===== src/rtl/i2c_slv_pkg.sv =====
package i2c_slv_pkg;
  localparam int BYTE_W  = 8;
  localparam int ADDR_W  = 7;
  localparam int CNT_W   = $clog2(BYTE_W) + 1;
  localparam logic [CNT_W-1:0] BIT_END = CNT_W'(BYTE_W);

  typedef enum logic [3:0] {
    ST_IDLE,
    ST_ADDR,
    ST_ADDR_ACK,
    ST_RX,
    ST_RX_HOLD,
    ST_RX_ACK,
    ST_TX_LOAD,
    ST_TX,
    ST_TX_ACK
  } slv_state_e;
endpackage


===== src/rtl/i2c_slv_sync.sv =====
module i2c_slv_sync #(
  parameter int STAGES = 2
) (
  input  logic clk_i,
  input  logic rst_ni,
  input  logic scl_i,
  input  logic sda_i,
  output logic sda_o,
  output logic scl_rise_o,
  output logic scl_fall_o,
  output logic start_o,
  output logic stop_o
);
  logic [STAGES-1:0] scl_pipe, sda_pipe;
  logic scl_q, sda_q, scl_d, sda_d;

  always_ff @(posedge clk_i or negedge rst_ni) begin
    if (!rst_ni) begin
      scl_pipe <= '1;
      sda_pipe <= '1;
      scl_d    <= 1'b1;
      sda_d    <= 1'b1;
    end else begin
      scl_pipe <= {scl_pipe[STAGES-2:0], scl_i};
      sda_pipe <= {sda_pipe[STAGES-2:0], sda_i};
      scl_d    <= scl_q;
      sda_d    <= sda_q;
    end
  end

  assign scl_q      = scl_pipe[STAGES-1];
  assign sda_q      = sda_pipe[STAGES-1];
  assign sda_o      = sda_q;
  assign scl_rise_o = scl_q & ~scl_d;
  assign scl_fall_o = ~scl_q & scl_d;
  // SDA edge with SCL high on both samples
  assign start_o    = scl_q & scl_d & sda_d & ~sda_q;
  assign stop_o     = scl_q & scl_d & ~sda_d & sda_q;
endmodule


===== src/rtl/i2c_slv_bufs.sv =====
module i2c_slv_bufs
  import i2c_slv_pkg::*;
(
  input  logic              clk_i,
  input  logic              rst_ni,
  input  logic              cfg_we_i,
  input  logic [BYTE_W-1:0] cfg_wdata_i,
  output logic              slv_en_o,
  output logic [ADDR_W-1:0] slv_addr_o,
  input  logic              rx_push_i,
  input  logic [BYTE_W-1:0] rx_byte_i,
  input  logic              rx_rd_i,
  output logic [BYTE_W-1:0] rx_data_o,
  output logic              rx_full_o,
  input  logic              tx_we_i,
  input  logic [BYTE_W-1:0] tx_wdata_i,
  input  logic              tx_pop_i,
  input  logic              tx_stall_i,
  output logic [BYTE_W-1:0] tx_data_o,
  output logic              tx_full_o,
  output logic              tx_need_o
);
  always_ff @(posedge clk_i or negedge rst_ni) begin
    if (!rst_ni) begin
      slv_en_o   <= 1'b0;
      slv_addr_o <= '0;
    end else if (cfg_we_i) begin
      slv_en_o   <= cfg_wdata_i[BYTE_W-1];
      slv_addr_o <= cfg_wdata_i[ADDR_W-1:0];
    end
  end

  always_ff @(posedge clk_i or negedge rst_ni) begin
    if (!rst_ni) begin
      rx_data_o <= '0;
      rx_full_o <= 1'b0;
    end else if (rx_push_i) begin
      rx_data_o <= rx_byte_i;
      rx_full_o <= 1'b1;
    end else if (rx_rd_i) begin
      rx_full_o <= 1'b0;
    end
  end

  // a write in the same cycle as a pop refills the buffer
  always_ff @(posedge clk_i or negedge rst_ni) begin
    if (!rst_ni) begin
      tx_data_o <= '0;
      tx_full_o <= 1'b0;
      tx_need_o <= 1'b0;
    end else begin
      if (tx_we_i) begin
        tx_data_o <= tx_wdata_i;
        tx_full_o <= 1'b1;
      end else if (tx_pop_i) begin
        tx_full_o <= 1'b0;
      end
      if (tx_we_i)                    tx_need_o <= 1'b0;
      else if (tx_pop_i || tx_stall_i) tx_need_o <= 1'b1;
    end
  end
endmodule


===== src/rtl/i2c_slv_engine.sv =====
module i2c_slv_engine
  import i2c_slv_pkg::*;
(
  input  logic              clk_i,
  input  logic              rst_ni,
  input  logic              slv_en_i,
  input  logic [ADDR_W-1:0] slv_addr_i,
  input  logic              sda_i,
  input  logic              scl_rise_i,
  input  logic              scl_fall_i,
  input  logic              start_i,
  input  logic              stop_i,
  input  logic              rx_full_i,
  input  logic              tx_full_i,
  input  logic [BYTE_W-1:0] tx_data_i,
  output logic              rx_push_o,
  output logic [BYTE_W-1:0] rx_byte_o,
  output logic              tx_pop_o,
  output logic              tx_stall_o,
  output logic              sda_oe_o,
  output logic              scl_oe_o,
  output logic              busy_o,
  output logic              dir_tx_o,
  output logic              nack_o,
  output logic              match_o
);
  slv_state_e        state_q;
  logic [CNT_W-1:0]  cnt_q;
  logic [BYTE_W-1:0] sh_q;
  logic sda_drv_q, busy_q, dir_q, nack_q, match_q;
  logic byte_end, bus_evt;

  assign byte_end   = scl_fall_i && (cnt_q == BIT_END);
  assign bus_evt    = start_i | stop_i;
  assign rx_push_o  = slv_en_i && !bus_evt && !rx_full_i &&
                      ((state_q == ST_RX && byte_end) || state_q == ST_RX_HOLD);
  assign rx_byte_o  = sh_q;
  assign tx_pop_o   = slv_en_i && !bus_evt && state_q == ST_TX_LOAD && tx_full_i;
  assign tx_stall_o = slv_en_i && state_q == ST_TX_LOAD && !tx_full_i;
  assign scl_oe_o   = (state_q == ST_RX_HOLD) || (state_q == ST_TX_LOAD);
  assign sda_oe_o   = sda_drv_q;
  assign busy_o     = busy_q;
  assign dir_tx_o   = dir_q;
  assign nack_o     = nack_q;
  assign match_o    = match_q;

  always_ff @(posedge clk_i or negedge rst_ni) begin
    if (!rst_ni) begin
      state_q   <= ST_IDLE;
      cnt_q     <= '0;
      sh_q      <= '0;
      sda_drv_q <= 1'b0;
      busy_q    <= 1'b0;
      dir_q     <= 1'b0;
      nack_q    <= 1'b0;
      match_q   <= 1'b0;
    end else begin
      match_q <= 1'b0;
      if (!slv_en_i) begin
        state_q   <= ST_IDLE;
        sda_drv_q <= 1'b0;
        busy_q    <= 1'b0;
      end else if (start_i) begin
        state_q   <= ST_ADDR;
        cnt_q     <= '0;
        sda_drv_q <= 1'b0;
        busy_q    <= 1'b1;
      end else if (stop_i) begin
        state_q   <= ST_IDLE;
        sda_drv_q <= 1'b0;
        busy_q    <= 1'b0;
      end else begin
        unique case (state_q)
          ST_ADDR: begin
            if (scl_rise_i) begin
              sh_q  <= {sh_q[BYTE_W-2:0], sda_i};
              cnt_q <= cnt_q + 1'b1;
            end else if (byte_end) begin
              if (sh_q[BYTE_W-1:1] == slv_addr_i) begin
                match_q   <= 1'b1;
                dir_q     <= sh_q[0];
                nack_q    <= 1'b0;
                sda_drv_q <= 1'b1;
                state_q   <= ST_ADDR_ACK;
              end else begin
                state_q   <= ST_IDLE;
              end
            end
          end
          ST_ADDR_ACK: if (scl_fall_i) begin
            sda_drv_q <= 1'b0;
            cnt_q     <= '0;
            state_q   <= dir_q ? ST_TX_LOAD : ST_RX;
          end
          ST_RX: begin
            if (scl_rise_i) begin
              sh_q  <= {sh_q[BYTE_W-2:0], sda_i};
              cnt_q <= cnt_q + 1'b1;
            end else if (byte_end) begin
              if (rx_full_i) state_q <= ST_RX_HOLD;
              else begin
                sda_drv_q <= 1'b1;
                state_q   <= ST_RX_ACK;
              end
            end
          end
          ST_RX_HOLD: if (!rx_full_i) begin
            sda_drv_q <= 1'b1;
            state_q   <= ST_RX_ACK;
          end
          ST_RX_ACK: if (scl_fall_i) begin
            sda_drv_q <= 1'b0;
            cnt_q     <= '0;
            state_q   <= ST_RX;
          end
          ST_TX_LOAD: if (tx_full_i) begin
            sh_q      <= tx_data_i;
            sda_drv_q <= ~tx_data_i[BYTE_W-1];
            cnt_q     <= '0;
            state_q   <= ST_TX;
          end
          ST_TX: begin
            if (scl_rise_i) cnt_q <= cnt_q + 1'b1;
            else if (scl_fall_i) begin
              if (cnt_q == BIT_END) begin
                sda_drv_q <= 1'b0;
                state_q   <= ST_TX_ACK;
              end else begin
                sh_q      <= {sh_q[BYTE_W-2:0], 1'b0};
                sda_drv_q <= ~sh_q[BYTE_W-2];
              end
            end
          end
          ST_TX_ACK: begin
            if (scl_rise_i) nack_q <= sda_i;
            else if (scl_fall_i) state_q <= nack_q ? ST_IDLE : ST_TX_LOAD;
          end
          default: ;
        endcase
      end
    end
  end
endmodule


===== src/rtl/i2c_addr_slave.sv =====
module i2c_addr_slave
  import i2c_slv_pkg::*;
#(
  parameter int SYNC_STAGES = 2
) (
  input  logic              clk_i,
  input  logic              rst_ni,
  input  logic              scl_i,
  input  logic              sda_i,
  output logic              scl_oe_o,
  output logic              sda_oe_o,
  input  logic              cfg_we_i,
  input  logic [BYTE_W-1:0] cfg_wdata_i,
  input  logic              rx_rd_i,
  output logic [BYTE_W-1:0] rx_data_o,
  output logic              rx_full_o,
  input  logic              tx_we_i,
  input  logic [BYTE_W-1:0] tx_wdata_i,
  output logic              tx_need_o,
  output logic              match_evt_o,
  output logic              busy_o,
  output logic              dir_tx_o,
  output logic              nack_o
);
  logic              slv_en;
  logic [ADDR_W-1:0] slv_addr;
  logic sda_s, scl_rise, scl_fall, start_det, stop_det;
  logic rx_push, tx_pop, tx_stall, tx_full;
  logic [BYTE_W-1:0] rx_byte, tx_data;

  i2c_slv_sync #(.STAGES(SYNC_STAGES)) u_sync (
    .clk_i, .rst_ni, .scl_i, .sda_i,
    .sda_o(sda_s), .scl_rise_o(scl_rise), .scl_fall_o(scl_fall),
    .start_o(start_det), .stop_o(stop_det)
  );

  i2c_slv_engine u_engine (
    .clk_i, .rst_ni,
    .slv_en_i(slv_en), .slv_addr_i(slv_addr), .sda_i(sda_s),
    .scl_rise_i(scl_rise), .scl_fall_i(scl_fall),
    .start_i(start_det), .stop_i(stop_det),
    .rx_full_i(rx_full_o), .tx_full_i(tx_full), .tx_data_i(tx_data),
    .rx_push_o(rx_push), .rx_byte_o(rx_byte),
    .tx_pop_o(tx_pop), .tx_stall_o(tx_stall),
    .sda_oe_o, .scl_oe_o, .busy_o, .dir_tx_o, .nack_o,
    .match_o(match_evt_o)
  );

  i2c_slv_bufs u_bufs (
    .clk_i, .rst_ni, .cfg_we_i, .cfg_wdata_i,
    .slv_en_o(slv_en), .slv_addr_o(slv_addr),
    .rx_push_i(rx_push), .rx_byte_i(rx_byte), .rx_rd_i,
    .rx_data_o, .rx_full_o,
    .tx_we_i, .tx_wdata_i, .tx_pop_i(tx_pop), .tx_stall_i(tx_stall),
    .tx_data_o(tx_data), .tx_full_o(tx_full), .tx_need_o
  );
endmodule


===== config.mk =====
export PLATFORM = sky130hd
export DESIGN_NAME = i2c_addr_slave
export DESIGN_NICKNAME = d
export VERILOG_FILES = /design/src/rtl/i2c_slv_pkg.sv /design/src/rtl/i2c_slv_sync.sv /design/src/rtl/i2c_slv_bufs.sv /design/src/rtl/i2c_slv_engine.sv /design/src/rtl/i2c_addr_slave.sv
export SDC_FILE = /design/constraint.sdc
export NUM_CORES = 1
export LEC_CHECK = 0
export BUFFER_PORTS_ARGS = -buffer_cell sky130_fd_sc_hd__buf_4
export CELL_PAD_IN_SITES_DETAIL_PLACEMENT = 1
export CELL_PAD_IN_SITES_GLOBAL_PLACEMENT = 1
export CORE_MARGIN = 4
export CORE_UTILIZATION = 41
export CTS_CLUSTER_SIZE = 24
export DETAILED_ROUTE_END_ITERATION = 7
export PLACE_DENSITY = 0.86
export SYNTH_ARGS = -nofsm -noshare
export SYNTH_HDL_FRONTEND = slang
export SYNTH_SLANG_ARGS = --single-unit

===== constraint.sdc =====
create_clock -name clk_i -period 2.1 [get_ports clk_i]
set_input_delay 0.42 -clock clk_i [delete_from_list [all_inputs] [get_ports clk_i]]
set_output_delay 0.42 -clock clk_i [all_outputs]
set_load 0.03 [all_outputs]

==> reports/summary.md <==
### Global route
- met2 — most heavily used metal layer in global routing
- 19.5% — combined global-route utilization of all metal layers
- 2491 — number of global-route vias before repair
- 35.7% — global-route track usage on met2
- 0 — overflow left after global routing
- 3.64% — global routing usage on met3
- 55 — pin count of the biggest net entering global routing
- 23.7% — global-route met1 utilization
- 0 — antenna violations before repair
- 12900 um — first-pass GRT wire length

### STA
- 0 — total count of max-transition violations in the final report
- 5.42 ps — Clock Skews
- 690 ps — Tightest Pin Transition
- 0 — Hold Vio Cnt, Final
- 0 — Setup violations, final
- 54.0% — tightest slew margin relative to the limit
- 2060 ps — minimum clock period
- 98.0% — portion of the clock cycle consumed by the worst path in the final layout
- 486 MHz — maximum clock frequency
- 120 ps — worst hold slack
- yes — setup repair after global routing missed its margin

### Clock network
- 2 — Bufs on Longest Clock Path
- 5 — cts bufs inserted
- 2 — H-tree levels
- yes — CTS tree
- 100 ps — clock-pin slew reported for the worst setup and hold paths after clock tree synthesis
- clkbuf_8 — buffer cell driving the clock tree root
- 320 ps — clock insertion delay at the later pin of the skew report
- 54 — # clock sinks

### Synthesis
- dfrtp_1 — top_reg_cell synth
- 48.1% — share of synthesized area occupied by flip-flops and latches
- 0 — number of warning messages in the yosys log
- 59 — synth unique cells
- 272 — post-synthesis net count
- 247 — Mapped Cells
- 100% — Async S/R FF share, synth
- 11.4 um^2 — syn avg cell area
- dfrtp_1 43%, mux2_2 8.4%, mux2_1 6.8% — top cells by area, synth
- dfrtp_1 — dominant cell type by area after synthesis
- 0 — number of synthesized flops with an enable pin
- 2820 um^2 — synthesized area
- 54 — flip-flop and latch count after synthesis
- 42.6% — proportion of netlist area held by the largest area contributor

### Pwr
- 14.1% — combinational power share
- 26.9% — switching part of the total
- 55.5% — sequential group share of total power
- 576 nW/um^2 — power density cells
- 0.000546 W — power spent charging and discharging nets
- 30.4% — clock group share of total power
- 0.00149 W — internal power
- 0.396 mV — worst vdd ir
- 1.63 nW — total leakage power

### Floorplanning
- 91.0 um — Vert. Die Dim
- 8280 um^2 — DIE AREA
- 43.2% — Starting Density
- 91.0 um — horizontal die dimension
- 39 — Top Ports
- 29 — number of rows in the core area
- 6530 um^2 — core region area

### Cells and area
- 38.5% — proportion of layout cells with a drive suffix above 1
- 54.0% — fin util
- 341 — nets
- 394 — non-filler cells in the finished layout
- 24.9% — synthesis-to-layout area growth
- 3530 um^2 — finished layout cell area
- 0 — ant diodes

### Drt
- 0 — DRC
- 4 — number of detailed-routing iterations run before antenna repair
- 5.71 — average vias per placed instance
- 0 — Antenna Nets Post-Route
- 19.8 um — average wire per cell in the routed design
- 7810 um — wire length after detailed routing
- 2249 — routed via count
- 217 — DRT iter0 DRCs

### Critical path
- flop to flop — WS Path Type
- 9 — critical-path maximum fanout
- flop — CP endpoint kind
- 40 ps — r2r setup slk
- 2260 ps — signal arrival time at the worst endpoint
- flop — kind of start point of the critical path
- 2310 ps — Crit path required time
- 7 — number of cells on the worst reg-to-reg path

### Outcome
- finished clean — result of the run

### Place
- 3390 um^2 — post-place instance area
- 38 — port buffer count
- 384 — dpl cells
- 6010 um — HPWL after DPL
- 0.922 — global placement routability congestion

### Min path
- input port to async pin — worst hold path type

### Job
- 0 — number of max-cap violations

layout make-up:
class | count | area (um^2)
clock buffers | 6 | 72.6
multi-input cells | 171 | 1390
flip-flops and latches | 54 | 1360
repair buffers | 73 | 552
well taps | 77 | 96.3
clock inverters | 2 | 17.5
inverters | 11 | 41.3
fillers | 714 | 3010
metal layers:
metal | vias to the layer above | wire length, um
met5 | - | 0
met3 | 9 | 311
met2 | 46 | 4180
met4 | 0 | 72
met1 | 1157 | 3250
li1 | 1037 | -
synth_stat cells (2+ instances only):
library cell	instances
a21oi_1	8
nor2b_1	4
o211ai_1	3
xnor2_1	6
a22o_1	2
nor2_1	9
a221o_1	3
o21ai_2	3
dfrtp_1	48
buf_2	5
a31oi_1	3
inv_1	11
mux2_2	21
nand3b_1	2
mux2_1	17
or3_1	3
xor2_1	2
and2_1	2
a22oi_1	2
ha_1	2
nor4_1	2
nand2b_1	6
a21o_1	3
nand3_1	2
and2b_1	3
dfstp_2	6
o21ai_0	8
mux2i_1	3
nand2_1	16
nand4b_1	2
clkbuf_1	4
mux2_4	3
nand4_1	4
nor3_1	4
critical path, stage by stage (launching register included):
cell	delay [ps]
dfrtp_1	390
inv_1	70
ha_2	180
and3b_4	250
a41oi_1	160
or3_1	370
buf_4	190
mux2_1	330
through the flow:
stage          TNS [ps]  total power (W)  worst slack (ps)
4_1_cts               0          0.00205              24.2
3_3_place_gp          0          0.00141              36.0
5_1_grt            -141          0.00213             -28.1
3_5_place_dp       -205          0.00143             -52.4
2_1_floorplan         0          0.00129              57.5
6_report              0          0.00203              42.6
cells in the final DEF (no fill, tap or decap), types with 5 or more instances in the layout:
| cell | instances |
|---|---|
| buf_4 | 72 |
| mux2_1 | 17 |
| xnor2_1 | 6 |
| a21oi_1 | 8 |
| nand2b_1 | 6 |
| nor2_1 | 8 |
| dfrtp_1 | 48 |
| inv_1 | 11 |
| nand2_1 | 16 |
| clkbuf_8 | 5 |
| mux2_2 | 21 |
| dfstp_2 | 6 |
| o21ai_0 | 8 |
kinds of logic (layout without fill, tap and decap cells):
| kind of cell | Yosys count | in the layout | synth area share [%] |
|---|---|---|---|
| AND/OR/NAND/NOR | 67 | 67 | 14.0 |
| multiplexers | 44 | 44 | 17.8 |
| buffers and inverters | 22 | 92 | 3.55 |
| flip-flops | 54 | 54 | 48.1 |
| AO/OA/AOI/OAI | 50 | 50 | 13.1 |
| adder cells (fa/ha/maj) | 2 | 2 | 0.886 |
| XOR/XNOR | 8 | 8 | 2.48 |
timing repair:
action	CTS	global route
setup endpoints to repair	5	8
setup buffers	0	2
gates resized for setup	1	7
gates cloned	0	0
hold buffers	0	0
pin swaps	0	3
power by group through the flow:
stage | combinational (W) | clock, W | sequential, W
floorplan | 0.000143 | 0 | 0.00115
global placement | 0.000269 | 0 | 0.00115
detailed placement | 0.000279 | 0 | 0.00115
CTS | 0.000281 | 0.000638 | 0.00113
global route | 0.000314 | 0.000674 | 0.00114
finish | 0.000286 | 0.000617 | 0.00113
sequential cells by signal, indices dropped and copies added, names as in the netlist, 2 cells and up:
name,cells
u_engine.cnt_q,4
u_bufs.slv_addr_o,7
u_bufs.tx_data_o,8
u_sync.sda_pipe,2
u_sync.scl_pipe,2
u_engine.rx_byte_o,8
u_bufs.rx_data_o,8
u_engine.state_q,4
path summary, 6_finish.rpt:
| kind | endpoint | startpoint |
|---|---|---|
| setup / recovery | u_bufs.rx_data_o[1] | u_engine.cnt_q[0] |
| hold / removal | u_engine.cnt_q[1] | rst_ni |
| setup reg to reg | u_bufs.rx_data_o[1] | u_engine.cnt_q[0] |
| hold reg to reg | u_sync.scl_pipe[1] | u_sync.scl_pipe[0] |
| max in group asynchronous | u_engine.sda_oe_o | rst_ni |
| min in group clk_i | u_sync.scl_pipe[0] | scl_i |
(Power assumes the default switching activity.)
